`config.mk`:
```
export PLATFORM = sky130hd
export DESIGN_NAME = fr_timer
export DESIGN_NICKNAME = d
export VERILOG_FILES = /design/src/rtl/fr_timer_pkg.sv /design/src/rtl/fr_timer_prescale.sv /design/src/rtl/fr_timer_capture.sv /design/src/rtl/fr_timer_compare.sv /design/src/rtl/fr_timer.sv
export SDC_FILE = /design/constraint.sdc
export NUM_CORES = 1
export LEC_CHECK = 0
export ABC_AREA = 1
export BUFFER_PORTS_ARGS = -buffer_cell sky130_fd_sc_hd__buf_2
export CAP_MARGIN = 20
export CORE_AREA = 5 5 117 119
export DETAILED_ROUTE_END_ITERATION = 12
export DIE_AREA = 0 0 122 124
export PLACE_DENSITY_LB_ADDON = 0.05
export SLEW_MARGIN = 20
export SYNTH_ARGS = -nofsm -noshare
export SYNTH_HDL_FRONTEND = slang
export SYNTH_HIERARCHICAL = 1
export SYNTH_SLANG_ARGS = --single-unit
```
`constraint.sdc`:
```
create_clock -name clk -period 3.8 [get_ports clk]
set_clock_uncertainty 0.15 [all_clocks]
set_input_delay 0.57 -clock clk [delete_from_list [all_inputs] [get_ports clk]]
set_output_delay 0.57 -clock clk [all_outputs]
set_load 0.05 [all_outputs]
```
`src/rtl/fr_timer_pkg.sv`:
```
package fr_timer_pkg;

    typedef enum logic [2:0] {
        RA_CMP  = 3'd0,
        RA_CTRL = 3'd1,
        RA_CAP  = 3'd2,
        RA_STAT = 3'd3,
        RA_CNT  = 3'd4
    } reg_addr_e;

    typedef enum logic [1:0] {
        EDGE_OFF  = 2'd0,
        EDGE_RISE = 2'd1,
        EDGE_FALL = 2'd2,
        EDGE_BOTH = 2'd3
    } edge_sel_e;

    typedef struct packed {
        logic      out_en;
        edge_sel_e edge_sel;
        logic      slow_clk;
    } ctrl_t;

    localparam int CTRL_W = $bits(ctrl_t);

    function automatic logic edge_hit(edge_sel_e sel, logic rise, logic fall);
        case (sel)
            EDGE_RISE: edge_hit = rise;
            EDGE_FALL: edge_hit = fall;
            EDGE_BOTH: edge_hit = rise | fall;
            default:   edge_hit = 1'b0;
        endcase
    endfunction

endpackage

```
`src/rtl/fr_timer_prescale.sv`:
```
module fr_timer_prescale #(
    parameter int DIV_FAST = 4,
    parameter int DIV_SLOW = 64
) (
    input  logic clk,
    input  logic rst,
    input  logic slow,
    output logic tick
);
    localparam int PW = $clog2(DIV_SLOW);
    localparam int FW = $clog2(DIV_FAST);

    logic [PW-1:0] phase;

    always_ff @(posedge clk) begin
        if (rst) phase <= '0;
        else     phase <= phase + 1'b1;
    end

    assign tick = slow ? (phase == PW'(DIV_SLOW - 1))
                       : (phase[FW-1:0] == FW'(DIV_FAST - 1));

    // enables are never in adjacent cycles
    a_r3_tick_gap: assert property (@(posedge clk) disable iff (rst)
        tick |=> !tick);

endmodule

```
`src/rtl/fr_timer_capture.sv`:
```
module fr_timer_capture
    import fr_timer_pkg::*;
#(
    parameter int CNT_W = 16
) (
    input  logic             clk,
    input  logic             rst,
    input  logic             pin,
    input  edge_sel_e        sel,
    input  logic [CNT_W-1:0] cnt,
    output logic [CNT_W-1:0] cap
);
    logic sync1, sync2, prev;
    logic fire;

    always_ff @(posedge clk) begin
        if (rst) begin
            sync1 <= 1'b0;
            sync2 <= 1'b0;
            prev  <= 1'b0;
        end else begin
            sync1 <= pin;
            sync2 <= sync1;
            prev  <= sync2;
        end
    end

    assign fire = edge_hit(sel, sync2 & ~prev, ~sync2 & prev);

    always_ff @(posedge clk) begin
        if (rst)       cap <= '0;
        else if (fire) cap <= cnt;
    end

    // capture register holds unless a selected edge was seen
    a_r6_cap_hold: assert property (@(posedge clk) disable iff (rst)
        !fire |=> $stable(cap));

    // a selected edge records the count of that cycle
    a_r7_cap_value: assert property (@(posedge clk) disable iff (rst)
        fire |=> cap == $past(cnt));

endmodule

```
`src/rtl/fr_timer_compare.sv`:
```
module fr_timer_compare #(
    parameter int CNT_W = 16
) (
    input  logic             clk,
    input  logic             rst,
    input  logic             tick,
    input  logic [CNT_W-1:0] cnt,
    input  logic [CNT_W-1:0] cmp,
    input  logic             out_en,
    output logic             irq,
    output logic             tog
);
    logic hit;

    assign hit = tick && (cnt == cmp);

    always_ff @(posedge clk) begin
        if (rst) begin
            irq <= 1'b0;
            tog <= 1'b0;
        end else begin
            irq <= hit;
            tog <= tog ^ (hit & out_en);
        end
    end

    // match pulse lasts a single cycle
    a_r4_irq_single: assert property (@(posedge clk) disable iff (rst)
        irq |=> !irq);

    // toggle level only moves together with a match pulse
    a_r8_tog_with_irq: assert property (@(posedge clk) disable iff (rst)
        !irq |-> $stable(tog));

endmodule

```
`src/rtl/fr_timer.sv`:
```
module fr_timer
    import fr_timer_pkg::*;
#(
    parameter int CNT_W    = 16,
    parameter int DIV_FAST = 4,
    parameter int DIV_SLOW = 64
) (
    input  logic             clk,
    input  logic             rst,
    input  logic             wr_en,
    input  logic [2:0]       addr,
    input  logic [CNT_W-1:0] wr_data,
    output logic [CNT_W-1:0] rd_data,
    input  logic             cap_pin,
    input  logic             port_val,
    output logic             tmr_out,
    output logic             match_irq,
    output logic             ovf_flag
);
    localparam logic [CNT_W-1:0] CNT_MAX = {CNT_W{1'b1}};

    ctrl_t            ctrl_q;
    logic [CNT_W-1:0] cmp_q;
    logic [CNT_W-1:0] cnt_q;
    logic [CNT_W-1:0] cap_v;
    logic             ovf_q;
    logic             tick;
    logic             tog;
    logic             wrap;
    logic             clr_ovf;

    fr_timer_prescale #(.DIV_FAST(DIV_FAST), .DIV_SLOW(DIV_SLOW)) u_pre (
        .clk (clk),
        .rst (rst),
        .slow(ctrl_q.slow_clk),
        .tick(tick)
    );

    fr_timer_compare #(.CNT_W(CNT_W)) u_cmp (
        .clk   (clk),
        .rst   (rst),
        .tick  (tick),
        .cnt   (cnt_q),
        .cmp   (cmp_q),
        .out_en(ctrl_q.out_en),
        .irq   (match_irq),
        .tog   (tog)
    );

    fr_timer_capture #(.CNT_W(CNT_W)) u_cap (
        .clk(clk),
        .rst(rst),
        .pin(cap_pin),
        .sel(ctrl_q.edge_sel),
        .cnt(cnt_q),
        .cap(cap_v)
    );

    assign wrap    = tick && (cnt_q == CNT_MAX);
    assign clr_ovf = wr_en && (addr == RA_STAT) && wr_data[0];

    always_ff @(posedge clk) begin
        if (rst) begin
            cmp_q  <= CNT_MAX;
            ctrl_q <= '0;
        end else if (wr_en) begin
            if (addr == RA_CMP)  cmp_q  <= wr_data;
            if (addr == RA_CTRL) ctrl_q <= ctrl_t'(wr_data[CTRL_W-1:0]);
        end
    end

    always_ff @(posedge clk) begin
        if (rst)       cnt_q <= '0;
        else if (tick) cnt_q <= cnt_q + 1'b1;
    end

    always_ff @(posedge clk) begin
        if (rst)          ovf_q <= 1'b0;
        else if (wrap)    ovf_q <= 1'b1;
        else if (clr_ovf) ovf_q <= 1'b0;
    end

    always_comb begin
        rd_data = '0;
        case (addr)
            RA_CMP:  rd_data = cmp_q;
            RA_CTRL: rd_data = CNT_W'(ctrl_q);
            RA_CAP:  rd_data = cap_v;
            RA_STAT: rd_data = CNT_W'(ovf_q);
            RA_CNT:  rd_data = cnt_q;
            default: rd_data = '0;
        endcase
    end

    assign tmr_out  = ctrl_q.out_en ? tog : port_val;
    assign ovf_flag = ovf_q;

    // count holds between enables
    a_r2_hold: assert property (@(posedge clk) disable iff (rst)
        !tick |=> $stable(cnt_q));

    // count steps by one on an enable
    a_r2_step: assert property (@(posedge clk) disable iff (rst)
        tick |=> cnt_q == CNT_W'($past(cnt_q) + 1'b1));

    // a wrap always leaves the flag set
    a_r5_wrap_sets: assert property (@(posedge clk) disable iff (rst)
        wrap |=> ovf_flag);

    // the flag only rises on a wrap
    a_r5_rise_on_wrap: assert property (@(posedge clk) disable iff (rst)
        !wrap |=> !$rose(ovf_flag));

endmodule

```
==> impl_metrics.py <==
metrics = {
    "clock_tree": {
        "hold_buffers": 0,
        "numCtsBuffers": 9,
        "cts_setup_buffers": 0,
        "clock_tree.buffer_depth": 2,
        "clock_latency_ps": 340,
        "tritoncts": "done",
        "htreeDepth": 3,
        "cts.sinks": 64,
        "path_clk_slew_ps": 50,
        "clock_tree.root_cell": "clkbuf_16",
        "cts-resized-gates": 0,
    },
    "synthesis": {
        "synth_ff_type": "dfxtp_1",
        "yosysUniqueCellTypes": 37,
        "syn_avg_cell_area_um2": 6.46,
        "yosysWarnings": 6,
        "synth_area_mm2": 0.00369,
        "syn-num-nets": 599,
        "synth_area_leaders": "dfxtp_1 35%, nand2_1 17%, inv_1 8.6%",
        "ys_ff_latch": 64,
        "yosysTopAreaCell": "dfxtp_1",
        "synthArstFlopShare": 0,
        "netlist_instances": 571,
        "ys_top_cells_by_count": "172 x nand2_1, 85 x inv_1, 79 x nor2_1",
        "ys_seq_area_frac": 0.347,
        "synth_edf_count": 0,
        "yosysMostFrequentCell": "nand2_1",
        "synth_top_area_frac": 0.347,
    },
    "outcome": {
        "run_status": "completed",
    },
    "worst_setup_path": {
        "critPathLaunchType": "primary input",
        "end_kind": "primary output",
        "path_class": "in -> out",
        "cp_slowest_stage_delay_ps": 310,
        "required_ps": 3080,
        "crit_chain": "buf_2 -> inv_2 -> nand3_2 -> inv_2 -> nand2_1 -> o21ai_0 -> inv_1 -> nand4_1 -> buf_2",
        "cp.arrival_ps": 1910,
        "crit_fanout": 11,
        "critical-path-slowest-cell": "nand3_2",
    },
    "pwr": {
        "power.density_mw_per_mm2": 382,
        "p_leak_nw": 1.93,
        "ir_worst_vdd_uv": 156,
        "power_w": 0.00164,
    },
    "routing": {
        "first_pass_iters": 4,
        "avgRoutedWirePerCell_um": 13.8,
        "routed_wl_um": 10800,
        "final_antenna_net_count": 0,
        "drc": 0,
        "num_vias": 3466,
        "vias_per_cell": 4.40,
        "drt_iter0_drc": 176,
    },
    "timing": {
        "slew_viol_final": 0,
        "setup_tns_ps": 0,
        "hold_viol_final": 0,
        "rsz0062_at_grt": "false",
        "worst_pin_slew_ps": 951,
        "fin_crit_sh": 0.692,
        "setup_viol_count_final": 0,
        "fin_crit_ps": 2630,
        "max_slew_margin": 0.362,
        "fmax_mhz": 381,
    },
    "global_routing": {
        "grt_pass1_wl_um": 17800,
        "grt-ovfl-total": 0,
        "grt_max_degree": 33,
        "grt_usage": 0.155,
        "antenna_found_initial": 0,
        "grt_pass1_vias": 3449,
    },
    "final_layout": {
        "fin_cells": 787,
        "area_growth_syn_to_layout_pct": 16.1,
        "multi_input_area_mm2": 0.00195,
        "fin_nets": 640,
        "n_fill_cell": 1436,
        "diodes": 0,
        "seqCellArea_mm2": 0.00128,
        "layout-drive-gt1-share": 0.156,
    },
    "placement": {
        "placedCellCount": 773,
        "place_congestion": 0.837,
        "io_buffer_count": 42,
        "dpl.hpwl_um": 8370,
    },
    "min_path": {
        "hold_class": "reg -> reg",
    },
    "die": {
        "ioPinCount": 43,
        "die_w_um": 122,
        "core_area_mm2": 0.0125,
        "std_cell_rows": 41,
        "dieArea_mm2": 0.0151,
        "die_y_um": 124,
        "start_util": 0.296,
    },
    "run": {
        "cap_violations": 0,
    },
}
area by class of cell:
cell class | instances | area share
inverters | 94 | 0.0841
clock buffers | 14 | 0.0639
multi-input cells | 401 | 0.454
well taps | 172 | 0.0502
flip-flops and latches | 64 | 0.299
repair buffers | 42 | 0.0490
sequential cells by signal, indices dropped and copies added, names as in the netlist:
signal,count
u_cap/cap,16
ovf_flag,1
u_cmp/tog,1
u_pre/phase,6
cmp_q,16
u_cmp/irq,1
ctrl_q,4
cnt_q,16
u_cap/sync2,1
u_cap/prev,1
u_cap/sync1,1
placed cells by master, fill, tap and decap left out:
| master | synthesis | final |
|---|---|---|
| a211oi_1 | 1 | 1 |
| a21boi_1 | 1 | 1 |
| a21oi_1 | 15 | 15 |
| buf_2 | 4 | 42 |
| clkbuf_1 | 1 | 2 |
| clkbuf_16 | 0 | 9 |
| clkbuf_8 | 0 | 3 |
| clkinv_1 | 0 | 1 |
| dfxtp_1 | 64 | 64 |
| ha_1 | 4 | 4 |
| inv_1 | 85 | 84 |
| inv_2 | 8 | 8 |
| inv_8 | 1 | 1 |
| mux2_2 | 1 | 1 |
| nand2_1 | 172 | 172 |
| nand2_2 | 11 | 11 |
| nand2_4 | 2 | 2 |
| nand2_8 | 1 | 1 |
| nand3_1 | 50 | 50 |
| nand3_2 | 2 | 2 |
| nand3_4 | 2 | 2 |
| nand4_1 | 15 | 15 |
| nor2_1 | 79 | 79 |
| nor2_2 | 6 | 6 |
| nor2_4 | 4 | 4 |
| nor2_8 | 1 | 1 |
| nor3_1 | 4 | 4 |
| nor3_2 | 1 | 1 |
| nor3_4 | 1 | 1 |
| o2111ai_1 | 2 | 2 |
| o211ai_1 | 8 | 8 |
| o211ai_2 | 1 | 1 |
| o21a_1 | 1 | 1 |
| o21ai_0 | 11 | 11 |
| o21ai_1 | 1 | 1 |
| xnor2_1 | 3 | 3 |
| xor2_1 | 1 | 1 |
cells by family (layout without fill, tap and decap cells):
group / Yosys count / count (layout) / synth area share
and+or+nand+nor: 351 / 351 / 0.434
AOI/OAI and AO/OA: 41 / 41 / 0.0671
xor gates and xnor gates: 4 / 4 / 0.00949
DFF: 64 / 64 / 0.347
muxes: 1 / 1 / 0.00305
buffers and inverters: 106 / 150 / 0.126
adders and majority gates: 4 / 4 / 0.0136
per-layer routing:
metal	GRT usage	up-vias	wire [µm]
met5	0	-	0
met4	0.0630	0	206
met3	0.0304	13	356
met2	0.274	47	5310
met1	0.184	1547	4970
li1	-	1859	-
where the power goes:
group	switching [W]	internal, W	total [W]
logic	0.000110	0.0000461	0.000156
clock network	0.000288	0.000488	0.000775
registers	0.0000173	0.000687	0.000704
critical path: cells and delay by family:
family	cells	cell delay [ps]
buffers and inverters	5	780
and+or+nand+nor	3	470
AOI/OAI and AO/OA	1	90
metrics by stage:
stage	util	setup slack [ps]	hold WS, ps	instance area [µm²]
finish	0.344	1170	250	4290
global route	0.344	1030	265	4290
CTS	0.344	1170	253	4290
detailed placement	0.322	1170	245	4010
global placement	0.322	1210	246	4010
floorplan	-	1350	238	3690
worst paths after layout:
path	startpoint	end	slack, ps	cells past startpoint
max	addr[1]	rd_data[0]	1170	9
min	u_cap/sync1$_SDFF_PP0_	u_cap/sync2$_SDFF_PP0_	250	2
max reg2reg	u_pre/phase[3]$_SDFF_PP0_	u_cmp/tog$_SDFF_PP0_	1720	11
min reg2reg	u_cap/sync1$_SDFF_PP0_	u_cap/sync2$_SDFF_PP0_	250	2
Power figures use the tool's default switching activity.
